--- config.mk ---
export PLATFORM = sky130hd
export DESIGN_NAME = uart_sfr
export DESIGN_NICKNAME = d
export VERILOG_FILES = /design/src/rtl/uart_sfr_pkg.sv /design/src/rtl/uart_tx.sv /design/src/rtl/uart_rx.sv /design/src/rtl/uart_sfr.sv
export SDC_FILE = /design/constraint.sdc
export NUM_CORES = 1
export LEC_CHECK = 0
export BUFFER_PORTS_ARGS = -buffer_cell sky130_fd_sc_hd__buf_2
export CORE_MARGIN = 10
export CORE_UTILIZATION = 60
export DETAILED_ROUTE_END_ITERATION = 6
export PLACE_DENSITY = 0.8
export SLEW_MARGIN = 5
export SYNTH_ARGS = -nofsm -noshare
export SYNTH_HDL_FRONTEND = slang
export SYNTH_SLANG_ARGS = --single-unit
--- constraint.sdc ---
create_clock -name clk -period 4.7 [get_ports clk]
set_clock_uncertainty 0.2 [all_clocks]
set_input_delay 0.235 -clock clk [delete_from_list [all_inputs] [get_ports clk]]
set_output_delay 0.235 -clock clk [all_outputs]
set_load 0.01 [all_outputs]
--- src/rtl/uart_sfr_pkg.sv ---
package uart_sfr_pkg;
  localparam int DATA_W = 8;
  localparam int REG_W  = 8;

  localparam int CB_MODE = 7;
  localparam int CB_OVR  = 6;
  localparam int CB_BUSY = 5;
  localparam int CB_REN  = 4;
  localparam int CB_TB8  = 3;
  localparam int CB_RB8  = 2;
  localparam int CB_TI   = 1;
  localparam int CB_RI   = 0;

  // total bits on the line for one frame: start + data + optional ninth + stop
  function automatic int unsigned frame_bits(input logic nine, input int unsigned dw);
    return dw + 2 + (nine ? 1 : 0);
  endfunction

  // bits the receiver shifts after the start bit (data + optional ninth + stop)
  function automatic int unsigned rx_bits(input logic nine, input int unsigned dw);
    return dw + 1 + (nine ? 1 : 0);
  endfunction

  // tick index at which the start bit is checked (centre of the bit)
  function automatic int unsigned mid_tick(input int unsigned osr);
    return osr / 2 - 1;
  endfunction
endpackage

--- src/rtl/uart_tx.sv ---
module uart_tx
  import uart_sfr_pkg::*;
#(
  parameter int DW  = 8,
  parameter int OSR = 16
) (
  input  logic          clk,
  input  logic          rst_n,
  input  logic          tick,
  input  logic          load,
  input  logic          nine,
  input  logic          ninth,
  input  logic [DW-1:0] data,
  output logic          txd,
  output logic          busy,
  output logic          done
);
  localparam int FW = DW + 3;
  localparam int CW = $clog2(OSR);
  localparam int BW = $clog2(FW + 1);

  logic [FW-1:0] sh_q;
  logic [CW-1:0] cnt_q;
  logic [BW-1:0] left_q;
  logic          act_q;
  logic          bit_end;

  assign bit_end = act_q && tick && (cnt_q == CW'(OSR - 1));
  assign done    = bit_end && (left_q == BW'(1));
  assign txd     = act_q ? sh_q[0] : 1'b1;
  assign busy    = act_q;

  always_ff @(posedge clk or negedge rst_n) begin
    if (!rst_n) begin
      sh_q   <= '1;
      cnt_q  <= '0;
      left_q <= '0;
      act_q  <= 1'b0;
    end else if (load && !act_q) begin
      sh_q   <= {1'b1, (nine ? ninth : 1'b1), data, 1'b0};
      cnt_q  <= '0;
      left_q <= BW'(frame_bits(nine, DW));
      act_q  <= 1'b1;
    end else if (act_q && tick) begin
      if (bit_end) begin
        cnt_q  <= '0;
        sh_q   <= {1'b1, sh_q[FW-1:1]};
        left_q <= left_q - BW'(1);
        if (left_q == BW'(1)) act_q <= 1'b0;
      end else begin
        cnt_q <= cnt_q + CW'(1);
      end
    end
  end
endmodule

--- src/rtl/uart_rx.sv ---
module uart_rx
  import uart_sfr_pkg::*;
#(
  parameter int DW  = 8,
  parameter int OSR = 16
) (
  input  logic          clk,
  input  logic          rst_n,
  input  logic          tick,
  input  logic          en,
  input  logic          nine,
  input  logic          rxd,
  output logic          done,
  output logic [DW-1:0] data,
  output logic          bit9
);
  localparam int CW = $clog2(OSR);
  localparam int BW = $clog2(DW + 3);

  typedef enum logic [1:0] {S_IDLE, S_START, S_BITS} rx_state_e;

  rx_state_e     st_q;
  logic [1:0]    sync_q;
  logic          rx_s;
  logic [DW:0]   sh_q;
  logic [CW-1:0] cnt_q;
  logic [BW-1:0] left_q;
  logic          nine_q;
  logic          bit_end;

  assign rx_s    = sync_q[1];
  assign bit_end = tick && (cnt_q == CW'(OSR - 1));
  assign done    = en && (st_q == S_BITS) && bit_end && (left_q == BW'(1));
  assign data    = nine_q ? sh_q[DW-1:0] : sh_q[DW:1];
  assign bit9    = nine_q ? sh_q[DW] : rx_s;

  always_ff @(posedge clk or negedge rst_n) begin
    if (!rst_n) sync_q <= 2'b11;
    else        sync_q <= {sync_q[0], rxd};
  end

  always_ff @(posedge clk or negedge rst_n) begin
    if (!rst_n) begin
      st_q   <= S_IDLE;
      sh_q   <= '0;
      cnt_q  <= '0;
      left_q <= '0;
      nine_q <= 1'b0;
    end else begin
      case (st_q)
        S_IDLE: begin
          if (en && !rx_s) begin
            st_q   <= S_START;
            cnt_q  <= '0;
            nine_q <= nine;
          end
        end
        S_START: begin
          if (!en) begin
            st_q <= S_IDLE;
          end else if (tick) begin
            if (cnt_q == CW'(mid_tick(OSR))) begin
              cnt_q <= '0;
              if (rx_s) begin
                st_q <= S_IDLE;
              end else begin
                st_q   <= S_BITS;
                left_q <= BW'(rx_bits(nine_q, DW));
              end
            end else begin
              cnt_q <= cnt_q + CW'(1);
            end
          end
        end
        S_BITS: begin
          if (!en) begin
            st_q <= S_IDLE;
          end else if (tick) begin
            if (bit_end) begin
              cnt_q <= '0;
              if (left_q == BW'(1)) begin
                st_q <= S_IDLE;
              end else begin
                sh_q   <= {rx_s, sh_q[DW:1]};
                left_q <= left_q - BW'(1);
              end
            end else begin
              cnt_q <= cnt_q + CW'(1);
            end
          end
        end
        default: st_q <= S_IDLE;
      endcase
    end
  end
endmodule

--- src/rtl/uart_sfr.sv ---
module uart_sfr
  import uart_sfr_pkg::*;
#(
  parameter int OSR = 16
) (
  input  logic             clk,
  input  logic             rst_n,
  input  logic             baud_tick,
  input  logic             reg_sel,
  input  logic             reg_we,
  input  logic [REG_W-1:0] reg_wdata,
  output logic [REG_W-1:0] reg_rdata,
  input  logic             rxd,
  output logic             txd,
  output logic             irq
);
  logic              mode_q, ren_q, tb8_q, rb8_q, ti_q, ri_q, ovr_q;
  logic [DATA_W-1:0] rbuf_q;

  // named internal events
  logic              wr_ctl, wr_dat;
  logic              tx_start, tx_busy, tx_done;
  logic              rx_done, rx_b9, rx_load, rx_ovr_evt;
  logic [DATA_W-1:0] rx_data;
  logic [REG_W-1:0]  ctl_view;

  assign wr_ctl     = reg_we && !reg_sel;
  assign wr_dat     = reg_we && reg_sel;
  assign tx_start   = wr_dat && !tx_busy;
  assign rx_load    = rx_done && !ri_q;
  assign rx_ovr_evt = rx_done && ri_q;

  uart_tx #(.DW(DATA_W), .OSR(OSR)) u_tx (
    .clk   (clk),
    .rst_n (rst_n),
    .tick  (baud_tick),
    .load  (tx_start),
    .nine  (mode_q),
    .ninth (tb8_q),
    .data  (reg_wdata[DATA_W-1:0]),
    .txd   (txd),
    .busy  (tx_busy),
    .done  (tx_done)
  );

  uart_rx #(.DW(DATA_W), .OSR(OSR)) u_rx (
    .clk   (clk),
    .rst_n (rst_n),
    .tick  (baud_tick),
    .en    (ren_q),
    .nine  (mode_q),
    .rxd   (rxd),
    .done  (rx_done),
    .data  (rx_data),
    .bit9  (rx_b9)
  );

  always_ff @(posedge clk or negedge rst_n) begin
    if (!rst_n) begin
      mode_q <= 1'b0;
      ren_q  <= 1'b0;
      tb8_q  <= 1'b0;
    end else if (wr_ctl) begin
      mode_q <= reg_wdata[CB_MODE];
      ren_q  <= reg_wdata[CB_REN];
      tb8_q  <= reg_wdata[CB_TB8];
    end
  end

  // status flags: hardware set wins; software may only clear by writing 0
  always_ff @(posedge clk or negedge rst_n) begin
    if (!rst_n) begin
      ti_q  <= 1'b0;
      ri_q  <= 1'b0;
      ovr_q <= 1'b0;
    end else begin
      if (tx_done)                           ti_q <= 1'b1;
      else if (wr_ctl && !reg_wdata[CB_TI])  ti_q <= 1'b0;
      if (rx_load)                           ri_q <= 1'b1;
      else if (wr_ctl && !reg_wdata[CB_RI])  ri_q <= 1'b0;
      if (rx_ovr_evt)                        ovr_q <= 1'b1;
      else if (wr_ctl && !reg_wdata[CB_OVR]) ovr_q <= 1'b0;
    end
  end

  always_ff @(posedge clk or negedge rst_n) begin
    if (!rst_n) begin
      rbuf_q <= '0;
      rb8_q  <= 1'b0;
    end else if (rx_load) begin
      rbuf_q <= rx_data;
      rb8_q  <= rx_b9;
    end
  end

  always_comb begin
    ctl_view          = '0;
    ctl_view[CB_MODE] = mode_q;
    ctl_view[CB_OVR]  = ovr_q;
    ctl_view[CB_BUSY] = tx_busy;
    ctl_view[CB_REN]  = ren_q;
    ctl_view[CB_TB8]  = tb8_q;
    ctl_view[CB_RB8]  = rb8_q;
    ctl_view[CB_TI]   = ti_q;
    ctl_view[CB_RI]   = ri_q;
  end

  assign reg_rdata = reg_sel ? REG_W'(rbuf_q) : ctl_view;
  assign irq       = ti_q | ri_q;
endmodule

* Yosys cells after proc, flatten, opt, wreduce, memory -nomap -nowiden
Index checks and enable logic that the tools add are counted.
** Operators by class
- $add $sub $neg :: 6
- Eq/ne operators :: 21
- Muxes and demuxes :: 53
- Bitwise logic cells :: 2
- Reduce and logical (&&, ||, !) cells :: 40
** Operators with widths (count)
- $mux W4 :: 21
- $mux W11 :: 3
- $mux W2 :: 9
- $logic_and A1 B1 Y1 :: 17
- $mux W8 :: 2
- $mux W1 :: 15
- $reduce_bool A2 Y1 :: 7
- $ne A2 B2 Y1 const B :: 6
- $pmux W4 S3 :: 1
- $reduce_and A6 Y1 :: 2
- $ne A3 B3 Y1 const B :: 3
- $reduce_and A9 Y1 :: 1
- $add A4 B1 Y4 const B :: 2
- $add A4 B4 Y4 const A :: 2
- $eq A4 B1 Y1 const B :: 2
- $eq A4 B4 Y1 const B :: 2
- $pmux W4 S2 :: 1
- $sub A4 B1 Y4 const B :: 2
- $logic_not A1 Y1 :: 7
- $ne A2 B1 Y1 const B :: 3
- $ne A3 B2 Y1 const B :: 2
- $pmux W2 S3 :: 1
- $reduce_and A5 Y1 :: 1
- $eq A4 B3 Y1 const B :: 1
- 8 further kinds :: 9
** Word-level totals
- Flip-flop bits (word level) :: 57
- Output and inout port bits :: 10
- Word-level logic and storage cells :: 140

* Depth between registers and ports, before layout
- Depth after elaboration :: 7
- Mapped depth :: 7
- Mapped depth without buffers :: 6

* Modules after synthesis
Synthesis repeated with hierarchy kept, for this count alone.
** Unflattened totals
- Cell total of the unflattened synthesis :: 273
- Area total of the unflattened synthesis :: 3089.2 µm²
** By module, submodules not included
- uart_rx :: times used 1, cells an instance 115, area an instance 1380.1 µm²
- uart_tx :: times used 1, cells an instance 106, area an instance 989.7 µm²
- uart_sfr :: times used 1, cells an instance 52, area an instance 719.4 µm²

* Worst setup path after synthesis
No wires, ideal clock.
- Path type :: flip-flop to flip-flop
- From :: register u_rx.st_q[1]
- To :: register u_rx.cnt_q[3]
- Library setup time :: 87 ps
- Arrival :: 1757 ps
- Required time :: 4413 ps
- Path slack :: 2657 ps
- Cell stages (with the launch flop) :: 7
- Cell sequence :: dfrtp_1 inv_1 ha_1 or2_1 a221o_1 or3_1 o211ai_1
** On the way
- Word-level cells in the longest chain between the ends :: 3
** RTL lines
- from (decl) :: RTL line uart_rx.sv:22 : rx_state_e st_q;
- from (signal assigned) :: RTL line uart_rx.sv:44 : st_q <= S_IDLE;
- from (signal assigned) :: RTL line uart_rx.sv:53 : st_q <= S_START;
- from (signal assigned) :: RTL line uart_rx.sv:60 : st_q <= S_IDLE;
- $eq A2 B2 Y1, or another cell as far along :: RTL line uart_rx.sv:50 : case (st_q)
- $ne A2 B2 Y1 (no source line), or another cell as far along
- $reduce_and A6 Y1 (no source line)
- to (signal assigned) :: RTL line uart_rx.sv:71 : cnt_q <= cnt_q + CW'(1);
- to (signal assigned) :: RTL line uart_rx.sv:88 : cnt_q <= cnt_q + CW'(1);
- to (decl) :: RTL line uart_rx.sv:26 : logic [CW-1:0] cnt_q;
Parallel ways exist; a longest one is shown, timed or not.
A chain may end at the register's enable or synchronous reset.

* Worst setup path in the final report
- From :: register u_rx.st_q[0]
- To :: register u_rx.sh_q[1]
** On the way
- Word-level cells in the longest chain between the ends :: 2
** RTL lines
- $eq A2 B2 Y1 :: RTL line uart_rx.sv:50
- $reduce_and A5 Y1 (no source line)
- to (signal assigned) :: RTL line uart_rx.sv:84 : sh_q <= {rx_s, sh_q[DW:1]};
- to (decl) :: RTL line uart_rx.sv:25 : logic [DW:0] sh_q;
No other way between the ends.

==> out/results.tsv <==
metric	value	unit
Synth Area per Inst	10.5	µm²
global-route wire length before repair	10100	µm
NumNets Final	330	
Synth Warn #	0	
Synth Area in Compound Gates	12.9	%
utilization after layout	68.2	%
Post-CTS Hold Buffers	10	
Worst Hold Class	input port to register	
worst setup path start	u_rx.st_q[0]$_DFFE_PN0P_	
vias in the first global route	2124	
Max Cap Violations	0	
Worst slew margin	41.1	%
hpwl dp	4030	µm
worst slew pin tran	0.876	ns
post_cts resized	0	
Main synth FF type	dfrtp_1	
CTS tree	yes	
CP startpoint kind	register	
Clock Sinks	56	
most common cell after layout, fill and taps aside	dfrtp_1	
Setup crit end kind	register	
Max IR drop VDD	0.000283	V
area of the mapped netlist	2880	µm²
simple-gate share of the synthesized area	17.4	%
Hold Path Origin	baud_tick	
IO Port Bufs	23	
main area contributors after synthesis	dfrtp_1, dfstp_2, mux2_2	
main combinational cell family by area after synthesis	simple AND/OR/NAND/NOR gates	
Row Count	25	
Post-synth EDFFs	0	
most area-hungry cell type in the Yosys netlist	dfrtp_1	
Via density	6.06	
Leakage	1.50	nW
final setup vio count	0	
reg2reg start	u_rx.st_q[0]$_DFFE_PN0P_	
commonest cells after routing, fill and taps aside	dfrtp_1, nand2_1, buf_2	
Tmin final	2.59	ns
slowest stage cell, crit path	nor3_2	
Max Fclk	387	MHz
Ant. Diodes	0	
H-tree levels	2	
CP max FO	13	
FF+latch count, synth	56	
Pre-Repair DR Iteration Count	4	
Starting DRT DRC Count	194	
Slew Viols, Final	0	
die extent in y	89.3	µm
setup_tns	0	ns
Die W	89.3	µm
clock-pin slew on the worst setup and hold paths	0.10	ns
Cells after Synth	275	
Core Box Area	4690	µm²
register area share after synthesis	49.2	%
Yosys top cell area share	38.2	%
Antenna Nets Post-Route	0	
mux contribution to synthesized area	11.0	%
Clock Tree Buf Depth	2	
Setup Fix Bufs, Post-CTS	0	
DRC Markers	0	
Layout area overhead	11.2	%
Die ar.	7970	µm²
clk_lat worst skew	0.32	ns
CTS buffer count	5	
RSZ-0062 raised after global routing	false	
Worst EP required	4.70	ns
largest net degree at the start of global routing	57	
area share of fa/ha/maj cells after synthesis	4.78	%
vias	2180	
CP Class	register to register	
Tcrit/Tclk final	55.0	%
critical path, cell by cell	inv_1 -> ha_1 -> nand2_1 -> nor3_2 -> mux2_2	
Syn Nets	300	
XOR/XNOR Fraction of Synth Area	1.22	%
initial antenna violation count	0	
total I/O pin count	24	
routed len/inst	16.7	µm
endpoints failing hold	0	
pwr dens	451	nW/µm²
GRT overflow	0	
Starting Density	61.4	%
critical path data arrival time	2.59	ns
FFs w/ async S/R, synth	100	%
Buf/Inv on CP	1	
final WL	6020	µm
Distinct cells, synth	52	
Largest stage delay, worst path	0.68	ns
GP Congestion	0.817	
CP delay by family, top	simple AND/OR/NAND/NOR gates	
status	complete, no violations	
Total GRT Usage	16.2	%
share of cells above drive strength 1	23.5	%
CTS root buffer	clkbuf_8	
[per-stage QoR]
stage | instance area [µm²] | std cells | setup WS (ns) | hold WS (ns) | power, W
after detailed placement | 3020 | 342 | 2.20 | 0.143 | 0.00117
after global placement | 3020 | 342 | 2.28 | 0.140 | 0.00115
final | 3200 | 360 | 2.11 | 0.0926 | 0.00144
after CTS | 3200 | 360 | 2.16 | 0.0871 | 0.00144
after floorplan | 2880 | 275 | 2.66 | -0.261 | 0.00105
after global routing | 3200 | 360 | 1.89 | 0.105 | 0.00155
[worst min-delay path: stages]
cell and delay (ns):
buf_2 0.16, nand3_1 0.10, o21ai_0 0.08
[routing by layer]
| layer | track usage [%] | up-vias | wire, µm |
|---|---|---|---|
| li1 | - | 1047 | - |
| met1 | 20.6 | 1071 | 2740 |
| met2 | 26.4 | 54 | 2930 |
| met3 | 4.10 | 8 | 261 |
| met4 | 4.91 | 0 | 85 |
| met5 | 0 | - | 0 |
[power breakdown]
part           internal [W]  leakage [nW]  switching [W]
clock network      0.000107        0.0424       0.000158
logic              0.000215         0.760       0.000251
registers          0.000606         0.698       0.000106
[synthesized netlist by cell type, types with 5 or more instances]
master,number
a21oi_1,10
a22oi_1,5
a31oi_1,6
clkbuf_1,6
dfrtp_1,44
dfstp_2,12
ha_1,11
inv_1,13
mux2_2,20
mux2i_1,9
nand2_1,30
nand3_1,15
nor2_1,19
o21ai_0,13
[path summary, 6_finish.rpt]
| check | to | slack [ns] | cells after the start |
|---|---|---|---|
| worst min register to register | u_rx.sync_q[1]$_DFF_PN1_ | 0.16 | 0 |
| min in group asynchronous | u_rx.left_q[3]$_DFFE_PN0P_ | 0.37 | 3 |
| worst max register to register | u_rx.sh_q[1]$_DFFE_PN0P_ | 2.11 | 5 |
| max in group asynchronous | u_rx.sh_q[8]$_DFFE_PN0P_ | 3.47 | 3 |
| worst max-delay path | u_rx.sh_q[1]$_DFFE_PN0P_ | 2.11 | 5 |
| worst min-delay path | u_tx.cnt_q[1]$_DFFE_PN0P_ | 0.09 | 3 |
[state kept, by name, indices dropped and copies added (netlist names), 2 cells and up]
name,flops
u_rx.sh_q,9
rbuf_q,8
u_rx.sync_q,2
u_tx.cnt_q,4
u_rx.left_q,4
u_tx.left_q,4
u_tx.sh_q,10
u_rx.cnt_q,4
u_rx.st_q,2
[kinds of logic after synthesis]
kind of cell | Yosys count
DFF | 56
xor gates and xnor gates | 4
buffers and inverters | 24
adders and majority gates | 11
AOI/OAI and AO/OA | 56
muxes | 29
and+or+nand+nor | 95
[cell type report]
| cell class | count | area (µm²) |
|---|---|---|
| Inverter | 13 | 48.8 |
| Fill cell | 355 | 1490 |
| Tap cell | 54 | 67.6 |
| Sequential cell | 56 | 1420 |
| Multi-Input combinational cell | 195 | 1360 |
| Clock buffer | 7 | 76.3 |
| Clock inverter | 1 | 8.76 |
| Timing Repair Buffer | 34 | 223 |
Power figures use the tool's default switching activity.
